<file path="config.mk">
export PLATFORM = sky130hd
export DESIGN_NAME = sram_port_ctrl
export DESIGN_NICKNAME = d
export VERILOG_FILES = /design/src/rtl/sram_port_ctrl.sv
export SDC_FILE = /design/constraint.sdc
export NUM_CORES = 1
export LEC_CHECK = 0
export CAP_MARGIN = 20
export CORE_MARGIN = 2
export CORE_UTILIZATION = 42
export CTS_CLUSTER_DIAMETER = 40
export DETAILED_ROUTE_END_ITERATION = 16
export GPL_ROUTABILITY_DRIVEN = 0
export PLACE_DENSITY_LB_ADDON = 0.08
export SLEW_MARGIN = 40
export SYNTH_ARGS = -nofsm -noshare
export SYNTH_HDL_FRONTEND = slang
export SYNTH_SLANG_ARGS = --single-unit
</file>
<file path="constraint.sdc">
create_clock -name clk -period 2.2 [get_ports clk]
set_input_delay 0.66 -clock clk [delete_from_list [all_inputs] [get_ports clk]]
set_output_delay 0.66 -clock clk [all_outputs]
set_load 0.05 [all_outputs]
</file>
<file path="src/rtl/sram_port_ctrl.sv">
`timescale 1ns/1ps
module sram_port_ctrl #(
  parameter int ADDR_W  = 17,
  parameter int DATA_W  = 8,
  parameter int CLK_NS  = 10,
  parameter int T_AA_NS = 70,
  parameter int T_RC_NS = 70,
  parameter int T_HZ_NS = 25,
  parameter int T_WC_NS = 70,
  parameter int T_WP_NS = 50,
  parameter int T_AW_NS = 60,
  parameter int T_DW_NS = 30
) (
  input  logic              clk,
  input  logic              rst,
  input  logic              req,
  input  logic              wr,
  input  logic [ADDR_W-1:0] addr,
  input  logic [DATA_W-1:0] wdata,
  output logic [DATA_W-1:0] rdata,
  output logic              done,
  output logic              busy,
  output logic              mem_ce_n,
  output logic              mem_ce,
  output logic              mem_oe_n,
  output logic              mem_we_n,
  output logic [ADDR_W-1:0] mem_addr,
  output logic [DATA_W-1:0] mem_dq_out,
  output logic              mem_dq_oe,
  input  logic [DATA_W-1:0] mem_dq_in
);

  function automatic int cyc(input int t_ns);
    int c;
    c = (t_ns + CLK_NS - 1) / CLK_NS;
    return (c < 1) ? 1 : c;
  endfunction

  function automatic int mx(input int a, input int b);
    return (a > b) ? a : b;
  endfunction

  localparam int RD_CYC  = cyc(T_AA_NS);
  localparam int HZ_CYC  = mx(mx(cyc(T_HZ_NS), cyc(T_RC_NS) - RD_CYC), 1);
  localparam int WE_CYC  = mx(mx(cyc(T_WP_NS), cyc(T_AW_NS) - 1), mx(cyc(T_DW_NS) - 1, 1));
  localparam int WH_CYC  = mx(1, cyc(T_WC_NS) - 1 - WE_CYC);
  localparam int CNT_MAX = mx(mx(RD_CYC, HZ_CYC), mx(WE_CYC, WH_CYC));
  localparam int CNT_W   = $clog2(CNT_MAX + 1);

  typedef enum logic [2:0] {S_IDLE, S_RACC, S_RHZ, S_WSET, S_WPUL, S_WHLD} st_t;

  st_t              st, nxt;
  logic [CNT_W-1:0] cnt, cnt_ld;
  logic             last;

  assign last = (cnt == '0);
  assign busy = (st != S_IDLE);

  always_comb begin
    nxt = st;
    case (st)
      S_IDLE: if (req) nxt = wr ? S_WSET : S_RACC;
      S_RACC: if (last) nxt = S_RHZ;
      S_RHZ:  if (last) nxt = S_IDLE;
      S_WSET: nxt = S_WPUL;
      S_WPUL: if (last) nxt = S_WHLD;
      S_WHLD: if (last) nxt = S_IDLE;
      default: nxt = S_IDLE;
    endcase
  end

  always_comb begin
    case (nxt)
      S_RACC:  cnt_ld = CNT_W'(RD_CYC - 1);
      S_RHZ:   cnt_ld = CNT_W'(HZ_CYC - 1);
      S_WPUL:  cnt_ld = CNT_W'(WE_CYC - 1);
      S_WHLD:  cnt_ld = CNT_W'(WH_CYC - 1);
      default: cnt_ld = '0;
    endcase
  end

  always_ff @(posedge clk) begin
    if (rst) begin
      st         <= S_IDLE;
      cnt        <= '0;
      mem_ce_n   <= 1'b1;
      mem_ce     <= 1'b0;
      mem_oe_n   <= 1'b1;
      mem_we_n   <= 1'b1;
      mem_dq_oe  <= 1'b0;
      done       <= 1'b0;
      rdata      <= '0;
      mem_addr   <= '0;
      mem_dq_out <= '0;
    end else begin
      st        <= nxt;
      cnt       <= (nxt != st) ? cnt_ld : (last ? cnt : cnt - 1'b1);
      mem_ce_n  <= !(nxt inside {S_RACC, S_WSET, S_WPUL, S_WHLD});
      mem_ce    <=  (nxt inside {S_RACC, S_WSET, S_WPUL, S_WHLD});
      mem_oe_n  <= (nxt != S_RACC);
      mem_we_n  <= (nxt != S_WPUL);
      mem_dq_oe <= (nxt inside {S_WSET, S_WPUL, S_WHLD});
      done      <= (st != S_IDLE) && (nxt == S_IDLE);
      if (st == S_IDLE && req) begin
        mem_addr   <= addr;
        mem_dq_out <= wdata;
      end
      if (st == S_RACC && last) rdata <= mem_dq_in;
    end
  end

endmodule

</file>
# == Yosys cells after proc, flatten, opt, wreduce, memory -nomap -nowiden ==
# Index checks and enable logic that the tools add are counted.
# op_classes
add_sub_neg,1
eq_ne,14
muxes,9
n_reduce_logical,11
# op_table
operator,count
3-bit two-way mux,6
3-bit case mux with 5 select lines,1
"3-bit by 2-bit == test with 1-bit output, second input constant",4
"3-bit == test, second input constant",4
3-bit zero test,3
3-bit case mux with 3 select lines,1
"3-bit by 1-bit == test with 1-bit output, second input constant",2
3-bit nonzero test,2
4-bit nonzero test,1
1-bit logical AND,3
"3-bit by 1-bit != test with 1-bit output, second input constant",1
3-bit != test,1
"3-bit != test, second input constant",1
"3-bit by 1-bit subtractor with 3-bit output, second input constant",1
2-bit two-way mux,1
"2-bit by 1-bit != test with 1-bit output, second input constant",1
2-bit OR reduction,1
1-bit zero test,1
# totals
regBits,45
inputBits,37
out_inout_bits,40
word_cells,46

# == Depth between registers and ports, before layout ==
# Gate-level depths: netlist (run 1).
# logic_depth
word_depth,6
mapped_depth,9
ltp_nobuf,7

# == Least setup slack after synthesis (run 1) ==
# OpenSTA, ideal clock, no wires.
# synth_path
path_type,reg-to-output
from,register st[0]
to,output port busy
arrival_time_ns,1.185
required_time_ns,1.540
path_slack_ns,0.355
path_stages_with_launch,4
path_buffers,2
cell_sequence,dfxtp_1 buf_2 buf_1 or3_1
# synth_via
elab_chain_len,1
# synth_rtl
element,line_no,text
from (decl),52,"st_t st, nxt;"
from (signal assigned),96,st <= nxt;
3-bit nonzero test,57,assign busy = (st != S_IDLE);
to (decl),22,"output logic busy,"
# No other way between the ends.

# == Final worst setup path (run 1) ==
# layout_path
from,register rdata[3]
to,output port rdata[3]
# layout_rtl
element,line_no,text
from (decl),20,"output logic [DATA_W-1:0] rdata,"
from (signal assigned),108,if (st == S_RACC && last) rdata <= mem_dq_in;
# No word-level cell between the ends.

==> reports/results.tsv, run 1 <==
metric	value	unit
WL final	4150	um
post-synthesis cell type count	34	
number of clock sinks	45	
share of synthesized flip-flops with an asynchronous set or reset	0	%
flip-flop and latch count after synthesis	45	
layer carrying the most global-route usage	met2	
post-CTS setup-driven buffer insertion count	0	
Peak supply drop	0.000603	V
starting utilization of the core area	44.5	%
clock root cell	sky130_fd_sc_hd__clkbuf_8	
number of pins exceeding their max-slew limit in the final report	0	
Slew HR	65.1	%
critical-path cell with the highest stage delay	sky130_fd_sc_hd__clkdlybuf4s50_1	
Worst R2R Start	cnt[0]$_SDFFE_PP0P_	
HP Start	mem_addr[0]$_SDFFE_PP0P_	
critical path required time	1540	ps
cells along the critical path	clkdlybuf4s50_1	
Max clock buf depth	2	
worst-case setup margin in the final layout	91.7	ps
Detail Route Antenna Nets	0	
DPL Wire Length	2970	um
Mapped Cells	217	
latest clock arrival within the worst-skew pair	290	ps
clock transition time at the flip-flop clock pins of the worst setup and hold paths	80	ps
number of nets in the synthesized netlist	256	
dominant combinational cell family by area after synthesis	simple AND/OR/NAND/NOR gates	
Top FF cell, synth	sky130_fd_sc_hd__dfxtp_1	
number of top-level pins	77	
per-instance average area after synthesis	8.38	um2
leakage component of the power	1.05	nW
share of the synthesized area in compound gates (AO/OA/AOI/OAI)	14.7	%
worst clock skew	6.18	ps
number of design rule violations left after detail routing	0	
H-tree Lvls	2	
violation count after the first detailed-routing iteration	61	
total of hold buffers inserted after clock tree synthesis	0	
depth of the worst register-to-register path	8	
sequential cell area in the final layout	901	um2
met1 Use GR	21.8	%
Tmin final	2110	ps
commonest non-fill, non-tap cells in the layout	sky130_fd_sc_hd__clkdlybuf4s50_1, sky130_fd_sc_hd__nand2_1, sky130_fd_sc_hd__dfxtp_1	
Antenna Cells	0	
layout cell share with drive strength beyond 1	8.84	%
via count	1638	
Worst Path Class, Setup	register to output port	
routing usage on met2	27.5	%
sum of buffers and inverters on the critical path	1	
Min-Delay Path Class	register to register	
area occupied by multi-input gates	798	um2
power density cells	1120	nW/um2
run status	complete, no violations	
endpoint class of the critical path	output port	
Die Outline Area	4870	um2
Setup-failing EPs final	0	
unrepaired setup endpoints after global routing	false	
hold worst-path end	mem_addr[0]$_SDFFE_PP0P_	
clock tree from TritonCTS	built	
pre-CTS setup slack	5.42	ps
portion of netlist area occupied by mux cells	4.96	%
hold-critical path depth	2	
setup total negative slack	0	ps
xor/xnor share of the synthesized area	0.482	%
area of all placed cells without fillers	2770	um2
number of cell rows	23	
Top delay family on crit path	buffers and inverters	
pin count of the biggest net entering global routing	26	
via count of the first global-routing pass	1477	
number of clock buffers inserted by TritonCTS	5	
met3 layer usage reported by global route	5.96	%
end of the worst register-to-register path	cnt[2]$_SDFFE_PP0P_	
total cell area at the placement stage	2670	um2
share of synthesized cell area in and, or, nand and nor gates	22.4	%
wire length of the first global-routing pass	6800	um
overflow left after global routing	0	
signed area change from the synthesized netlist to the final layout	52.4	%
Post-synth EDFFs	0	
post-route non-filler standard cell count	344	
routed length per instance	12.1	um
post-cts repair resize count	0	
transition time at the pin with the least slew margin	522	ps
CP Launch Type	register	
Vias per Instance	4.76	
commonest non-fill, non-tap cell in the layout	sky130_fd_sc_hd__clkdlybuf4s50_1	
Worst Hold Margin	453	ps
port buffer count	76	
worst path arrival time	1450	ps
Slowest Stage Delay on Critical Path	810	ps
Max-Cap Viols	0	
Worst Path Max Fanout	2	
setup slack on the worst flop-to-flop path	270	ps
die height	69.8	um
maximum clock frequency	0.474	GHz
Cells after DPL	336	
adder and majority cell fraction of the synthesized area	1.38	%
global router's overall resource usage	17.2	%
number of inserted filler cells in the final layout	351	
initial antenna violation count	0	
Post-Synthesis Cell Area	1820	um2
total of warnings raised by yosys	0	
post-synthesis sequential area ratio	49.6	%
final cycle utilization of the critical path	95.8	%
final-report hold violation count	0	
Die Width	69.8	um
core box area	4090	um2
DR pass1 iterations	4	
total number of nets in the final design	332	
-- stage by stage --
step	power, mW	utilization [%]
6_report	3.11	67.8
5_1_grt	3.30	67.8
4_1_cts	3.14	67.8
3_5_place_dp	2.59	65.3
3_3_place_gp	2.57	65.3
2_1_floorplan	2.07	-
-- worst max-delay path by stage --
stage          cells after the start                  start                         end  slack [ps]
2_1_floorplan                      3       st[0]$_SDFF_PP0_                        busy         350
3_3_place_gp                       5                    req  mem_dq_out[4]$_SDFFE_PP0P_          40
3_5_place_dp                       5                    req  mem_dq_out[6]$_SDFFE_PP0P_           5
4_1_cts                            1  rdata[3]$_SDFFE_PP0P_                    rdata[3]          70
5_1_grt                            1  rdata[3]$_SDFFE_PP0P_                    rdata[3]          30
6_report                           1  rdata[3]$_SDFFE_PP0P_                    rdata[3]          90
-- synth_stat cells, types with 2 or more instances --
master	count	area [um2]
sky130_fd_sc_hd__nand2_1	57	214
sky130_fd_sc_hd__buf_2	7	35.0
sky130_fd_sc_hd__dfxtp_1	45	901
sky130_fd_sc_hd__nand3b_1	2	15.0
sky130_fd_sc_hd__a211oi_1	2	15.0
sky130_fd_sc_hd__a21o_1	2	15.0
sky130_fd_sc_hd__clkbuf_1	8	30.0
sky130_fd_sc_hd__nor2_1	14	52.6
sky130_fd_sc_hd__nor2b_1	3	18.8
sky130_fd_sc_hd__inv_1	6	22.5
sky130_fd_sc_hd__nand2b_1	5	31.3
sky130_fd_sc_hd__ha_1	2	25.0
sky130_fd_sc_hd__a21oi_1	31	155
sky130_fd_sc_hd__buf_6	2	22.5
sky130_fd_sc_hd__mux2i_1	9	90.1
sky130_fd_sc_hd__o21ai_0	4	20.0
-- metal layers --
metal	part of all wire, %	routed length, um
met2	45	1850
met1	48	1990
met5	0	0
met3	6.2	255
met4	1.3	53
-- layout make-up --
| type | instances | share of cell area [%] |
|---|---|---|
| clock buffers | 7 | 3.48 |
| clock inverters | 1 | 0.181 |
| inverters | 6 | 0.813 |
| multi-input cells | 147 | 28.8 |
| flip-flops and latches | 45 | 32.5 |
| well taps | 50 | 2.26 |
| repair buffers | 88 | 32.0 |
-- logic make-up (layout without fill, tap and decap cells) --
family,count (synthesis),in the layout
flip-flops,45,45
AO/OA/AOI/OAI,45,45
buffers and inverters,25,102
adder cells (fa/ha/maj),2,2
multiplexers,9,9
XOR/XNOR,1,1
AND/OR/NAND/NOR,90,90
-- flip-flops by register name, summed over array words and instances (netlist names), 3 cells and up --
name        count
st              3
mem_addr       17
mem_dq_out      8
rdata           8
cnt             3
-- power breakdown --
group	switching [mW]	leakage [nW]	total, mW	internal (mW)
logic	0.881	0.626	1.51	0.632
clock network	0.266	0.0542	0.550	0.284
registers	0.0860	0.369	1.04	0.957
(Power assumes the default switching activity.)
==> run 2, diff against run 1 <==
clock period = 2.33 ns   (was 2.2 ns; I/O delays follow)
==> reports/results.tsv, run 2 (synthesis results as in run 1) <==
metric	value	unit	change
power density cells	1110	nW/um2	was 1120 nW/um2
initial antenna violation count	0		unchanged
core box area	4090	um2	unchanged
post-cts repair resize count	0		unchanged
Slowest Stage Delay on Critical Path	820	ps	was 810 ps
number of design rule violations left after detail routing	0		unchanged
topmost layer with routed signal wires	met4		unchanged
register with the highest flop count	mem_addr		unchanged
via count of the first global-routing pass	1456		was 1477
Min-Delay Path Class	register to register		unchanged
global router's overall resource usage	18.0	%	was 17.2%
WL final	4390	um	was 4150 um
die height	69.8	um	unchanged
worst clock skew	9.03	ps	was 6.18 ps
Tmin final	2150	ps	
max reg flops	17		unchanged
Die Width	69.8	um	unchanged
final cycle utilization of the critical path	92.4	%	
number of clock sinks	45		unchanged
post-CTS setup-driven buffer insertion count	0		unchanged
Worst Path Class, Setup	register to output port		unchanged
Post-Route M1 WL	1960	um	was 1990 um
Top delay family on crit path	buffers and inverters		unchanged
clock root cell	sky130_fd_sc_hd__clkbuf_8		unchanged
overflow left after global routing	0		unchanged
Vias per Instance	4.90		was 4.76
post-route non-filler standard cell count	340		was 344
maximum clock frequency	0.464	GHz	
Slew HR	64.8	%	was 65.1%
number of inserted filler cells in the final layout	359		was 351
Worst Path Max Fanout	2		unchanged
DPL Wire Length	3030	um	was 2970 um
Max-Cap Viols	0		unchanged
Met3 Routed Length	235	um	was 255 um
clock transition time at the flip-flop clock pins of the worst setup and hold paths	90	ps	was 80 ps
number of cell rows	23		unchanged
commonest non-fill, non-tap cells in the layout	sky130_fd_sc_hd__clkdlybuf4s50_1, sky130_fd_sc_hd__nand2_1, sky130_fd_sc_hd__dfxtp_1		unchanged
Peak supply drop	0.000655	V	was 0.000603 V
run status	complete, no violations		unchanged
pin count of the biggest net entering global routing	26		unchanged
violation count after the first detailed-routing iteration	114		was 61
number of top-level pins	77		unchanged
biggest regs	mem_addr (17), mem_dq_out (8), rdata (8)		unchanged
H-tree Lvls	2		unchanged
Cells after DPL	332		was 336
Max clock buf depth	2		unchanged
Detail Route Antenna Nets	0		unchanged
clock tree from TritonCTS	built		unchanged
CP Launch Type	register		unchanged
layout cell share with drive strength beyond 1	7.59	%	was 8.84%
area of all placed cells without fillers	2770	um2	about the same
transition time at the pin with the least slew margin	526	ps	was 522 ps
port buffer count	76		unchanged
Setup-failing EPs final	0		unchanged
Antenna Cells	0		unchanged
total cell area at the placement stage	2640	um2	was 2670 um2
critical-path cell with the highest stage delay	sky130_fd_sc_hd__clkdlybuf4s50_1		unchanged
final-report hold violation count	0		unchanged
Die Outline Area	4870	um2	unchanged
number of pins exceeding their max-slew limit in the final report	0		unchanged
signed area change from the synthesized netlist to the final layout	52.6	%	was 52.4%
cells along the critical path	clkdlybuf4s50_1		unchanged
setup total negative slack	0	ps	unchanged
routed length per instance	12.9	um	was 12.1 um
DR WL met2	2150	um	was 1850 um
leakage component of the power	1.04	nW	was 1.05 nW
total number of nets in the final design	328		was 332
endpoint class of the critical path	output port		unchanged
commonest non-fill, non-tap cell in the layout	sky130_fd_sc_hd__clkdlybuf4s50_1		unchanged
critical path required time	1630	ps	was 1540 ps
number of clock buffers inserted by TritonCTS	5		unchanged
latest clock arrival within the worst-skew pair	300	ps	was 290 ps
worst path arrival time	1450	ps	about the same
DR pass1 iterations	4		unchanged
unrepaired setup endpoints after global routing	false		unchanged
total of hold buffers inserted after clock tree synthesis	0		unchanged
wire length of the first global-routing pass	7000	um	was 6800 um
sum of buffers and inverters on the critical path	1		unchanged
starting utilization of the core area	44.5	%	unchanged
via count	1665		was 1638
run 2: cell count changes in the layout (fill, tap and decap cells not counted):
cell and change:
sky130_fd_sc_hd__clkbuf_8 -2, sky130_fd_sc_hd__bufinv_16 +2, sky130_fd_sc_hd__buf_4 -4
run 2: layer usage:
| metal | global-route usage, % | vias up |
|---|---|---|
| met2 | 29.5 | 42 |
| li1 | - | 854 |
| met5 | 0 | - |
| met4 | 5.77 | 0 |
| met1 | 23.0 | 763 |
| met3 | 4.94 | 6 |
run 2: worst paths after layout:
path	slack [ps]	startpoint	cells past startpoint	to
worst max-delay path	180	mem_dq_out[4]$_SDFFE_PP0P_	1	mem_dq_out[4]
worst min-delay path	460	mem_dq_out[1]$_SDFFE_PP0P_	2	mem_dq_out[1]$_SDFFE_PP0P_
worst max register to register	360	cnt[0]$_SDFFE_PP0P_	7	cnt[1]$_SDFFE_PP0P_
worst min register to register	460	mem_dq_out[1]$_SDFFE_PP0P_	2	mem_dq_out[1]$_SDFFE_PP0P_
run 2: per-stage QoR:
step,power [mW],setup slack [ps],hold WS (ps),util [%]
floorplan,1.95,446,528,-
global placement,2.38,104,441,64.6
detailed placement,2.40,90.2,447,64.6
CTS,3.09,155,459,67.9
global route,3.23,128,474,67.9
finish,3.07,176,455,67.9
run 2: report_power, final:
| group | switching [mW] | internal (mW) |
|---|---|---|
| Combinational | 0.849 | 0.564 |
| Sequential | 0.0628 | 0.903 |
| Clock | 0.267 | 0.426 |
| Total | 1.18 | 1.89 |
run 2: layout make-up:
type / count / area, um2 / area share [%]
clock inverter: 3 / 65.1 / 2.35
tap: 50 / 62.6 / 2.26
sequential: 45 / 901 / 32.5
multi-input combinational: 147 / 798 / 28.8
inverter: 6 / 22.5 / 0.812
timing repair buffer: 84 / 856 / 30.9
clock buffer: 5 / 68.8 / 2.48
